$ cat config.mk
export PLATFORM = sky130hd
export DESIGN_NAME = lagcor_cell
export DESIGN_NICKNAME = d
export VERILOG_FILES = /design/src/rtl/lagcor_pkg.sv /design/src/rtl/lagcor_rotator.sv /design/src/rtl/lagcor_delay.sv /design/src/rtl/lagcor_lane.sv /design/src/rtl/lagcor_cell.sv
export SDC_FILE = /design/constraint.sdc
export NUM_CORES = 2
export LEC_CHECK = 0
export BUFFER_PORTS_ARGS = -buffer_cell sky130_fd_sc_hd__buf_2
export CORE_UTILIZATION = 50
export DETAILED_ROUTE_END_ITERATION = 12
export HOLD_SLACK_MARGIN = 0.08
export MAX_ROUTING_LAYER = met4
export PLACE_DENSITY = 0.75
export SYNTH_ARGS = -nofsm -noshare
export SYNTH_HDL_FRONTEND = slang
export SYNTH_SLANG_ARGS = --single-unit
$ cat constraint.sdc
create_clock -name clk -period 14.1 [get_ports clk]
set_input_delay 1.41 -clock clk [delete_from_list [all_inputs] [get_ports clk]]
set_output_delay 1.41 -clock clk [all_outputs]
set_load 0.05 [all_outputs]
$ cat src/rtl/lagcor_pkg.sv
package lagcor_pkg;

  typedef struct packed {
    logic sgn;
    logic mag;
    logic vld;
  } samp_t;

  typedef logic signed [1:0] tri_t;

  // three-level quantised cosine over 32 steps
  function automatic tri_t rot_level(input logic [4:0] step);
    if (step <= 5'd4 || step >= 5'd28)
      return 2'sb01;
    else if (step >= 5'd12 && step <= 5'd20)
      return 2'sb11;
    else
      return 2'sb00;
  endfunction

  // product of two 2-bit samples, range -3..+3
  function automatic logic signed [2:0] samp_prod(input samp_t a, input samp_t b);
    logic signed [2:0] m;
    m = (a.mag && b.mag) ? 3'sd3 : 3'sd1;
    return (a.sgn ^ b.sgn) ? -m : m;
  endfunction

endpackage

$ cat src/rtl/lagcor_rotator.sv
module lagcor_rotator
  import lagcor_pkg::*;
#(
  parameter int PH_W = 12
) (
  input  logic            clk,
  input  logic            rst,
  input  logic            bocf,
  input  logic            hdr_load,
  input  logic [PH_W-1:0] hdr_phase,
  input  logic [PH_W-1:0] hdr_rate,
  output logic [PH_W-1:0] phase,
  output logic [PH_W-1:0] rate,
  output logic [PH_W-1:0] sh_phase,
  output tri_t            cos_lvl,
  output tri_t            sin_lvl
);
  localparam int STEP_W = 5;

  logic [PH_W-1:0]   sh_rate;
  logic [STEP_W-1:0] step;

  always_ff @(posedge clk) begin
    if (rst) begin
      sh_phase <= '0;
      sh_rate  <= '0;
      phase    <= '0;
      rate     <= '0;
    end else begin
      if (hdr_load) begin
        sh_phase <= hdr_phase;
        sh_rate  <= hdr_rate;
      end
      if (bocf) begin
        phase <= sh_phase;
        rate  <= sh_rate;
      end else begin
        phase <= phase + rate;
      end
    end
  end

  assign step    = phase[PH_W-1 -: STEP_W];
  assign cos_lvl = rot_level(step);
  assign sin_lvl = rot_level(STEP_W'(step - 5'd8));

endmodule

$ cat src/rtl/lagcor_delay.sv
module lagcor_delay
  import lagcor_pkg::*;
#(
  parameter int NTAP = 32
) (
  input  logic  clk,
  input  logic  rst,
  input  samp_t y_in,
  output samp_t taps [NTAP]
);
  samp_t sr [1:NTAP-1];

  always_ff @(posedge clk) begin
    if (rst) begin
      for (int k = 1; k < NTAP; k++) sr[k] <= '0;
    end else begin
      sr[1] <= y_in;
      for (int k = 2; k < NTAP; k++) sr[k] <= sr[k-1];
    end
  end

  for (genvar k = 0; k < NTAP; k++) begin : g_tap
    if (k == 0) begin : g_now
      assign taps[k] = y_in;
    end else begin : g_old
      assign taps[k] = sr[k];
    end
  end

endmodule

$ cat src/rtl/lagcor_lane.sv
module lagcor_lane #(
  parameter int ACC_W = 24
) (
  input  logic                    clk,
  input  logic                    rst,
  input  logic                    bocf,
  input  logic signed [3:0]       delta,
  output logic signed [ACC_W-1:0] acc,
  output logic signed [ACC_W-1:0] rd_val
);
  localparam logic signed [ACC_W-1:0] MAXV = {1'b0, {(ACC_W-1){1'b1}}};
  localparam logic signed [ACC_W-1:0] MINV = {1'b1, {(ACC_W-1){1'b0}}};

  logic signed [ACC_W:0]   sum;
  logic signed [ACC_W-1:0] nxt;

  always_comb begin
    sum = {acc[ACC_W-1], acc} + {{(ACC_W-3){delta[3]}}, delta};
    if (sum[ACC_W] != sum[ACC_W-1])
      nxt = sum[ACC_W] ? MINV : MAXV;
    else
      nxt = sum[ACC_W-1:0];
  end

  always_ff @(posedge clk) begin
    if (rst) begin
      acc    <= '0;
      rd_val <= '0;
    end else if (bocf) begin
      rd_val <= acc;
      acc    <= '0;
    end else begin
      acc <= nxt;
    end
  end

endmodule

$ cat src/rtl/lagcor_cell.sv
module lagcor_cell
  import lagcor_pkg::*;
#(
  parameter int NLAG  = 32,
  parameter int ACC_W = 24,
  parameter int PH_W  = 12
) (
  input  logic                  clk,
  input  logic                  rst,
  input  logic                  cplx_mode,
  input  logic                  glob_mode,
  input  logic                  glob_valid,
  input  logic                  x_sgn,
  input  logic                  x_mag,
  input  logic                  x_vld,
  input  logic                  y_sgn,
  input  logic                  y_mag,
  input  logic                  y_vld,
  input  logic                  bocf,
  input  logic                  hdr_load,
  input  logic [PH_W-1:0]       hdr_phase,
  input  logic [PH_W-1:0]       hdr_rate,
  output logic                  rd_stb,
  output logic [NLAG*ACC_W-1:0] rd_data
);
  localparam int NCPX = NLAG / 2;

  samp_t           x_s, y_s;
  samp_t           taps [NLAG];
  logic [PH_W-1:0] rot_phase, rot_rate, rot_sh_phase;
  tri_t            cos_lvl, sin_lvl;

  assign x_s = '{sgn: x_sgn, mag: x_mag, vld: x_vld};
  assign y_s = '{sgn: y_sgn, mag: y_mag, vld: y_vld};

  lagcor_rotator #(.PH_W(PH_W)) rot_i (
    .clk(clk), .rst(rst), .bocf(bocf), .hdr_load(hdr_load),
    .hdr_phase(hdr_phase), .hdr_rate(hdr_rate),
    .phase(rot_phase), .rate(rot_rate), .sh_phase(rot_sh_phase),
    .cos_lvl(cos_lvl), .sin_lvl(sin_lvl)
  );

  lagcor_delay #(.NTAP(NLAG)) dly_i (
    .clk(clk), .rst(rst), .y_in(y_s), .taps(taps)
  );

  for (genvar i = 0; i < NLAG; i++) begin : g_lane
    localparam int KC = i / 2;
    samp_t                   t_s;
    tri_t                    w_cpx, w;
    logic signed [2:0]       p;
    logic signed [3:0]       pe, d;
    logic                    en;
    logic signed [ACC_W-1:0] acc_q, rd_q;

    if ((i % 2) == 0) begin : g_i
      assign w_cpx = cos_lvl;
    end else begin : g_q
      assign w_cpx = sin_lvl;
    end

    always_comb begin
      t_s = cplx_mode ? taps[KC] : taps[i];
      w   = cplx_mode ? w_cpx : 2'sb01;
      p   = samp_prod(x_s, t_s);
      pe  = 4'(p);
      en  = glob_mode ? glob_valid : (x_s.vld && t_s.vld);
      if (!en)
        d = 4'sd0;
      else if (w == 2'sb01)
        d = pe;
      else if (w == 2'sb11)
        d = -pe;
      else
        d = 4'sd0;
    end

    lagcor_lane #(.ACC_W(ACC_W)) lane_i (
      .clk(clk), .rst(rst), .bocf(bocf), .delta(d),
      .acc(acc_q), .rd_val(rd_q)
    );

    assign rd_data[i*ACC_W +: ACC_W] = rd_q;
  end

  always_ff @(posedge clk) begin
    if (rst) rd_stb <= 1'b0;
    else     rd_stb <= bocf;
  end

  if (NCPX * 2 != NLAG) begin : g_bad_nlag
    initial $error("NLAG must be even");
  end

endmodule

# Word-level counts from Yosys, hierarchy flattened
# Memory sizes are Yosys's and may differ from the RTL's.
# Cells that the tools add are included.
totals:
  register_bits: 1585
  ram_bits: 93
  in_bits: 37
  output_inout_bits: 769
  word_cells: 672
  n_memories: 1
memory_table:
  columns: ["name", "depth", "width", "rd", "rd_clocked_by_memory_dff", "wr", "line", "text"]
  rows:
  - ["dly_i.sr", 31, 3, 31, 0, 31, "lagcor_delay.sv:11", "samp_t sr [1:NTAP-1];"]
op_classes:
  addsub: 98
  order_cmp: 8
  eq_ne: 36
  n_mux: 328
  n_bitwise: 63
  reduce_logical: 69
op_table:
  columns: ["operator", "count"]
  rows:
  - ["two-way mux 24 bit", 64]
  - ["adder 24 x 4 -> 25 bit", 32]
  - ["two-way mux 4 bit", 96]
  - ["two-way mux 3 bit", 94]
  - ["negator 3 -> 4 bit", 32]
  - ["negator 2 -> 3 bit", 32]
  - ["two-way mux 2 bit", 38]
  - ["logical AND 1 bit", 66]
  - ["two-way mux 1 bit", 35]
  - ["!= test 1 bit", 32]
  - ["XOR 1 bit", 32]
  - ["bitwise OR 1 bit", 31]
  - ["adder 12 bit", 1]
  - ["two-way mux 12 bit", 1]
  - [">= comparator 5 x 4 -> 1 bit (second input constant)", 2]
  - [">= comparator 5 bit (second input constant)", 2]
  - ["less-or-equal comparator 5 x 3 -> 1 bit (second input constant)", 2]
  - ["less-or-equal comparator 5 bit (second input constant)", 2]
  - ["subtractor 5 x 4 -> 5 bit (second input constant)", 1]
  - ["equality test 2 x 1 -> 1 bit (second input constant)", 2]
  - ["equality test 2 bit (second input constant)", 2]
  - ["logical OR 1 bit", 2]
  - ["OR reduction 2 bit", 1]

# Longest topological paths before layout
depth:
  ltp_word: 13
  depth_mapped: 24
  depth_no_buf: 20

# Cells and area by module
# Synthesis repeated with hierarchy kept, for this count alone.
hier_totals:
  cells_unflattened: 11487
  hier_area_um2: 103107.6
by_module_without_submodules:
  columns: ["mod", "n_inst", "cells_each", "area_per_inst_um2"]
  rows:
  - ["lagcor_lane at g_lane[0].lane_i ...", 14, 349, 3135.5]
  - ["lagcor_lane at g_lane[26].lane_i ...", 13, 311, 2821.5]
  - ["lagcor_lane at g_lane[11].lane_i ...", 4, 307, 2837.7]
  - ["lagcor_cell", 1, 511, 3100.5]
  - ["lagcor_lane at g_lane[4].lane_i", 1, 324, 2971.6]
  - ["lagcor_rotator", 1, 296, 2590.0]
  - ["lagcor_delay", 1, 199, 2518.7]

# Worst setup path before layout
# OpenSTA, ideal clock, no wires.
synth_path:
  path_kind: "input to register"
  from: "in cplx_mode"
  to: "reg g_lane[4].lane_i.acc[16]"
  setup_time_ps: 132
  t_arrival_ps: 7323
  slack_ps: 6645
  path_stages: 22
  n_path_buf: 8
  cell_sequence: "buf_4 buf_2 buf_2 buf_2 buf_2 buf_1 clkbuf_1 mux2i_1 xnor2_1 nor2_1 ha_1 o21a_1 o21ai_0 nor3_1 a21oi_1 nor4b_1 o21ai_0 a221o_1 or3b_2 o211ai_1 clkbuf_1 o21ai_0"
synth_via:
  elab_chain_len: 12
synth_rtl:
  columns: ["element", "line", "text"]
  rows:
  - ["start: declaration", "lagcor_cell.sv:10", "input logic cplx_mode,"]
  - ["two-way mux 3 bit", "lagcor_cell.sv:63", "t_s = cplx_mode ? taps[KC] : taps[i];"]
  - ["logical AND 1 bit", "lagcor_pkg.sv:24", "m = (a.mag && b.mag) ? 3'sd3 : 3'sd1;"]
  - ["two-way mux 2 bit", "lagcor_pkg.sv:24", null]
  - ["negator 2 -> 3 bit", "lagcor_pkg.sv:25", "return (a.sgn ^ b.sgn) ? -m : m;"]
  - ["two-way mux 3 bit", "lagcor_pkg.sv:25", null]
  - ["negator 3 -> 4 bit", "lagcor_cell.sv:73", "d = -pe;"]
  - ["two-way mux 4 bit", "lagcor_cell.sv:72", "else if (w == 2'sb11)"]
  - ["two-way mux 4 bit", "lagcor_cell.sv:70", "else if (w == 2'sb01)"]
  - ["two-way mux 4 bit (*)", "lagcor_cell.sv:68", "if (!en)"]
  - ["adder 24 x 4 -> 25 bit (*)", "lagcor_lane.sv:18", "sum = {acc[ACC_W-1], acc} + {{(ACC_W-3){delta[3]}}, delta};"]
  - ["two-way mux 24 bit / != test 1 bit (equally long branches)", "lagcor_lane.sv:20, lagcor_lane.sv:19", null]
  - ["two-way mux 24 bit (*)", "lagcor_lane.sv:19", "if (sum[ACC_W] != sum[ACC_W-1])"]
  - ["end signal: assignment", "lagcor_lane.sv:33", "acc <= nxt;"]
  - ["end: declaration", "lagcor_lane.sv:8", "output logic signed [ACC_W-1:0] acc,"]
# Every way passes the cells marked *; elsewhere a longest branch is shown, timed or not.
# A chain may end at the register's enable or synchronous reset.

# Worst setup path after layout
layout_path:
  from: "in cplx_mode"
  to: "reg g_lane[10].lane_i.acc[17]"
layout_via:
  elab_chain_len: 12
layout_rtl:
  columns: ["element", "line"]
  rows:
  - ["two-way mux 3 bit", "lagcor_cell.sv:63"]
  - ["logical AND 1 bit", "lagcor_pkg.sv:24"]
  - ["two-way mux 2 bit", "lagcor_pkg.sv:24"]
  - ["negator 2 -> 3 bit", "lagcor_pkg.sv:25"]
  - ["two-way mux 3 bit", "lagcor_pkg.sv:25"]
  - ["negator 3 -> 4 bit", "lagcor_cell.sv:73"]
  - ["two-way mux 4 bit", "lagcor_cell.sv:72"]
  - ["two-way mux 4 bit", "lagcor_cell.sv:70"]
  - ["two-way mux 4 bit (*)", "lagcor_cell.sv:68"]
  - ["adder 24 x 4 -> 25 bit (*)", "lagcor_lane.sv:18"]
  - ["two-way mux 24 bit / != test 1 bit (equally long branches)", "lagcor_lane.sv:20, lagcor_lane.sv:19"]
  - ["two-way mux 24 bit (*)", "lagcor_lane.sv:19"]
  - ["end signal: assignment", "lagcor_lane.sv:33"]
  - ["end: declaration", "lagcor_lane.sv:8"]
# Marked as above.

==> summary.txt <==
=================================================================================
Top FF cell, synth                                                        dfxtp_1
Netlist Area Pre-Place                                                88700 sq um
Outcome                                                              finished, final reports clean
Full die area                                                        179000 sq um
Total clock buffers created by CTS                                            181
GRT Total Usage                                                             0.287
Synth async-reset ratio                                                         0
Standby leakage power                                                   0.0469 uW
Clock tree from TritonCTS                                                     yes
Class of the most critical setup path                                      in2reg
Synth unique cells                                                             91
Clock Pin Slew Worst Setup and Hold Paths                                   60 ps
Sum of net half-perimeters after detailed placement                     189000 um
Sequential area share after synthesis                                       0.379
Count of synthesis-stage warnings from yosys                                    0
Worst slew pin tran                                                       1240 ps
Wire length per cell after detailed routing                               19.6 um
Die width                                                                  423 um
IO Port Bufs                                                                  805
Starting density of the core                                                0.504
Total setup violations reported at the end of the flow                          0
Count of max-cap constraint violations                                          0
Placement Rows                                                                154
Post-CTS Resized                                                                0
Source-to-sink clock delay at the later pin of the worst-skew pair         840 ps
Instance area after placement                                         93900 sq um
Number of antenna-violating nets in the routed design                           0
Setup repair bufs after CTS                                                     0
I/O pin total                                                                 806
Number of enable-type register cells in the synthesized netlist                 0
Mean Syn Cell Area                                                     8.55 sq um
Number of DRC violations after detailed-routing iteration 0                  5807
Required time at the endpoint of the critical path                       14890 ps
Least setup slack across all paths after layout                           6990 ps
Dominant cells by area after synthesis                               dfxtp_1 38%, mux2i_1 10%, nor2_1 5.7%
RSZ-0062 raised after global routing                                        false
Class of the tightest hold or removal check                               reg2reg
F_max                                                                   0.141 GHz
Total count of max-transition violations in the final report                    0
Via count                                                                   76600
Data arrival time of the critical path                                    7900 ps
Total Wirelength                                                        260000 um
Number of buffers on the longest clock path                                     3
Yosys reg bits                                                               1678
Most frequent cell after synthesis                                        dfxtp_1
Worst Skew                                                                35.2 ps
Post-Place Worst Slack                                                    5840 ps
Mean number of vias per cell                                                 5.77
Endpoint kind of the worst setup timing path                            flip-flop
Total power after layout                                                 13900 uW
Largest net degree at the start of global routing                             209
Root Buffer Master                                                      clkbuf_16
Number of standard cells after synthesis                                    10400
NumNets Final                                                               11200
Fraction of layout cells with a size suffix above 1                         0.121
Setup_tns                                                                    0 ps
Synth top area share                                                        0.379
Post-route fraction of the period consumed by the critical path             0.504
Relative slew slack                                                         0.173
Wire length of the first global-routing pass                            406000 um
DRC                                                                             0
Area growth, synth to finish                                                13.1%
Most instantiated cells after synthesis                              1678 x dfxtp_1, 1351 x nor2_1, 901 x mux2i_1
Syn Nets                                                                    10800
Hold bufs inserted after CTS                                                    0
Post-route standard cell area excluding fillers                      100000 sq um
Power per Cell Area                                                   139 nW/um^2
Area of the core region                                              176000 sq um
Height of the chip                                                         423 um
Final RePlAce weighted congestion                                           0.981
Worst vdd ir                                                             0.127 mV
CTS sink count                                                               1678
Number of detailed-routing iterations run before antenna repair                 7
CTS H-tree lvls                                                                 4
Post-layout min period                                                    7110 ps
Yosys top cell by area                                                    dfxtp_1
Via count of the first global-routing pass                                  72400
Critical path fanouts, max                                                     43
Initial antenna violation count                                                 9
Overflow left after global routing                                              0
Number of hold violations in the final report                                   0
Startpoint kind of the worst setup timing path                         input port
=================================================================================
## critical path, cell delays in order
cell and delay [ps]:
buf_4 420, a21bo_2 300, a221oi_1 580, xnor2_2 170, buf_4 290, xnor2_1 250
nor2_2 830, ha_1 320, a21o_1 150, a21oi_1 110, o21a_1 220, o311ai_0 480
nand3_1 190, a2111oi_0 740, o21ai_0 150, mux2i_1 310, and2_1 740, a31o_2 200
## layout by cell type, fill, tap and decap left out, types with 63 or more instances in the layout
cell       netlist  final
a21o_1         266    265
a21oi_1        488    486
a31oi_1        103    103
and2_1          71     71
and3_1         101    101
buf_2           21    802
buf_4            1     84
clkbuf_16        0    185
dfxtp_1       1678   1678
ha_1           389    389
inv_1          228    228
mux2i_1        901    901
nand2_1        824    824
nand2b_1        63     63
nand3_1        233    233
nand4_1        130    130
nor2_1        1351   1340
nor2b_1        153    153
nor3_1         226    219
nor4_1         136    136
o21ai_0        663    657
or3_1           84     84
xnor2_1        547    546
xor2_1         260    260
## kinds of logic (layout without fill, tap and decap cells)
logic type	Yosys count	in the layout	share of synthesized area
XOR/XNOR	826	826	0.0845
AO/OA/AOI/OAI	2008	2008	0.140
multiplexers	910	910	0.103
buffers and inverters	911	1458	0.0393
flip-flops	1678	1678	0.379
other	0	9	0
adder cells (fa/ha/maj)	422	422	0.0623
AND/OR/NAND/NOR	3621	3621	0.193
## registers in the layout, indices dropped and copies added, names as in the netlist
register	cells
g_lane.lane_i.acc	768
g_lane.lane_i.rd_val	768
dly_i.sr	93
rot_i.phase	12
rot_i.rate	12
rot_i.sh_phase	12
rot_i.sh_rate	12
rd_stb	1
## final timing paths
path                        start                        end  slack (ps)  cells past startpoint
setup / recovery        cplx_mode  g_lane[10].lane_i.acc[17]        6990                     18
hold / removal    dly_i.sr[0][84]            dly_i.sr[0][87]         430                      2
setup reg to reg  rot_i.phase[10]  g_lane[10].lane_i.acc[17]        7000                     19
hold reg to reg   dly_i.sr[0][84]            dly_i.sr[0][87]         430                      2
## area by class of cell
type	instances	area [sq um]
repair buffers	892	4750
well taps	2340	2930
clock buffers	253	5230
clock inverters	85	1140
fillers	15500	75800
diodes	9	22.5
flip-flops and latches	1678	33600
inverters	228	856
multi-input cells	7787	51800
## routing by layer
metal  routed length, um  vias up  global-route usage
met5                   0        -                   -
met4               19200        0               0.191
met3               13600      627              0.0471
met2              120000     2279               0.454
met1              107000    36500               0.336
li1                    -    37200                   -
## through the flow
step                 util  instances  hold slack (ps)
detailed placement  0.533      12900              419
finish              0.570      13300              430
floorplan               -      10400              410
global route        0.570      13300              446
global placement    0.533      12900              414
CTS                 0.569      13300              427
## power breakdown
group / internal, uW / switching (uW)
Combinational: 1250 / 2000
Clock: 2970 / 2070
Sequential: 5110 / 516
Total: 9330 / 4590
Note: power is estimated with default switching activity, not from simulation.
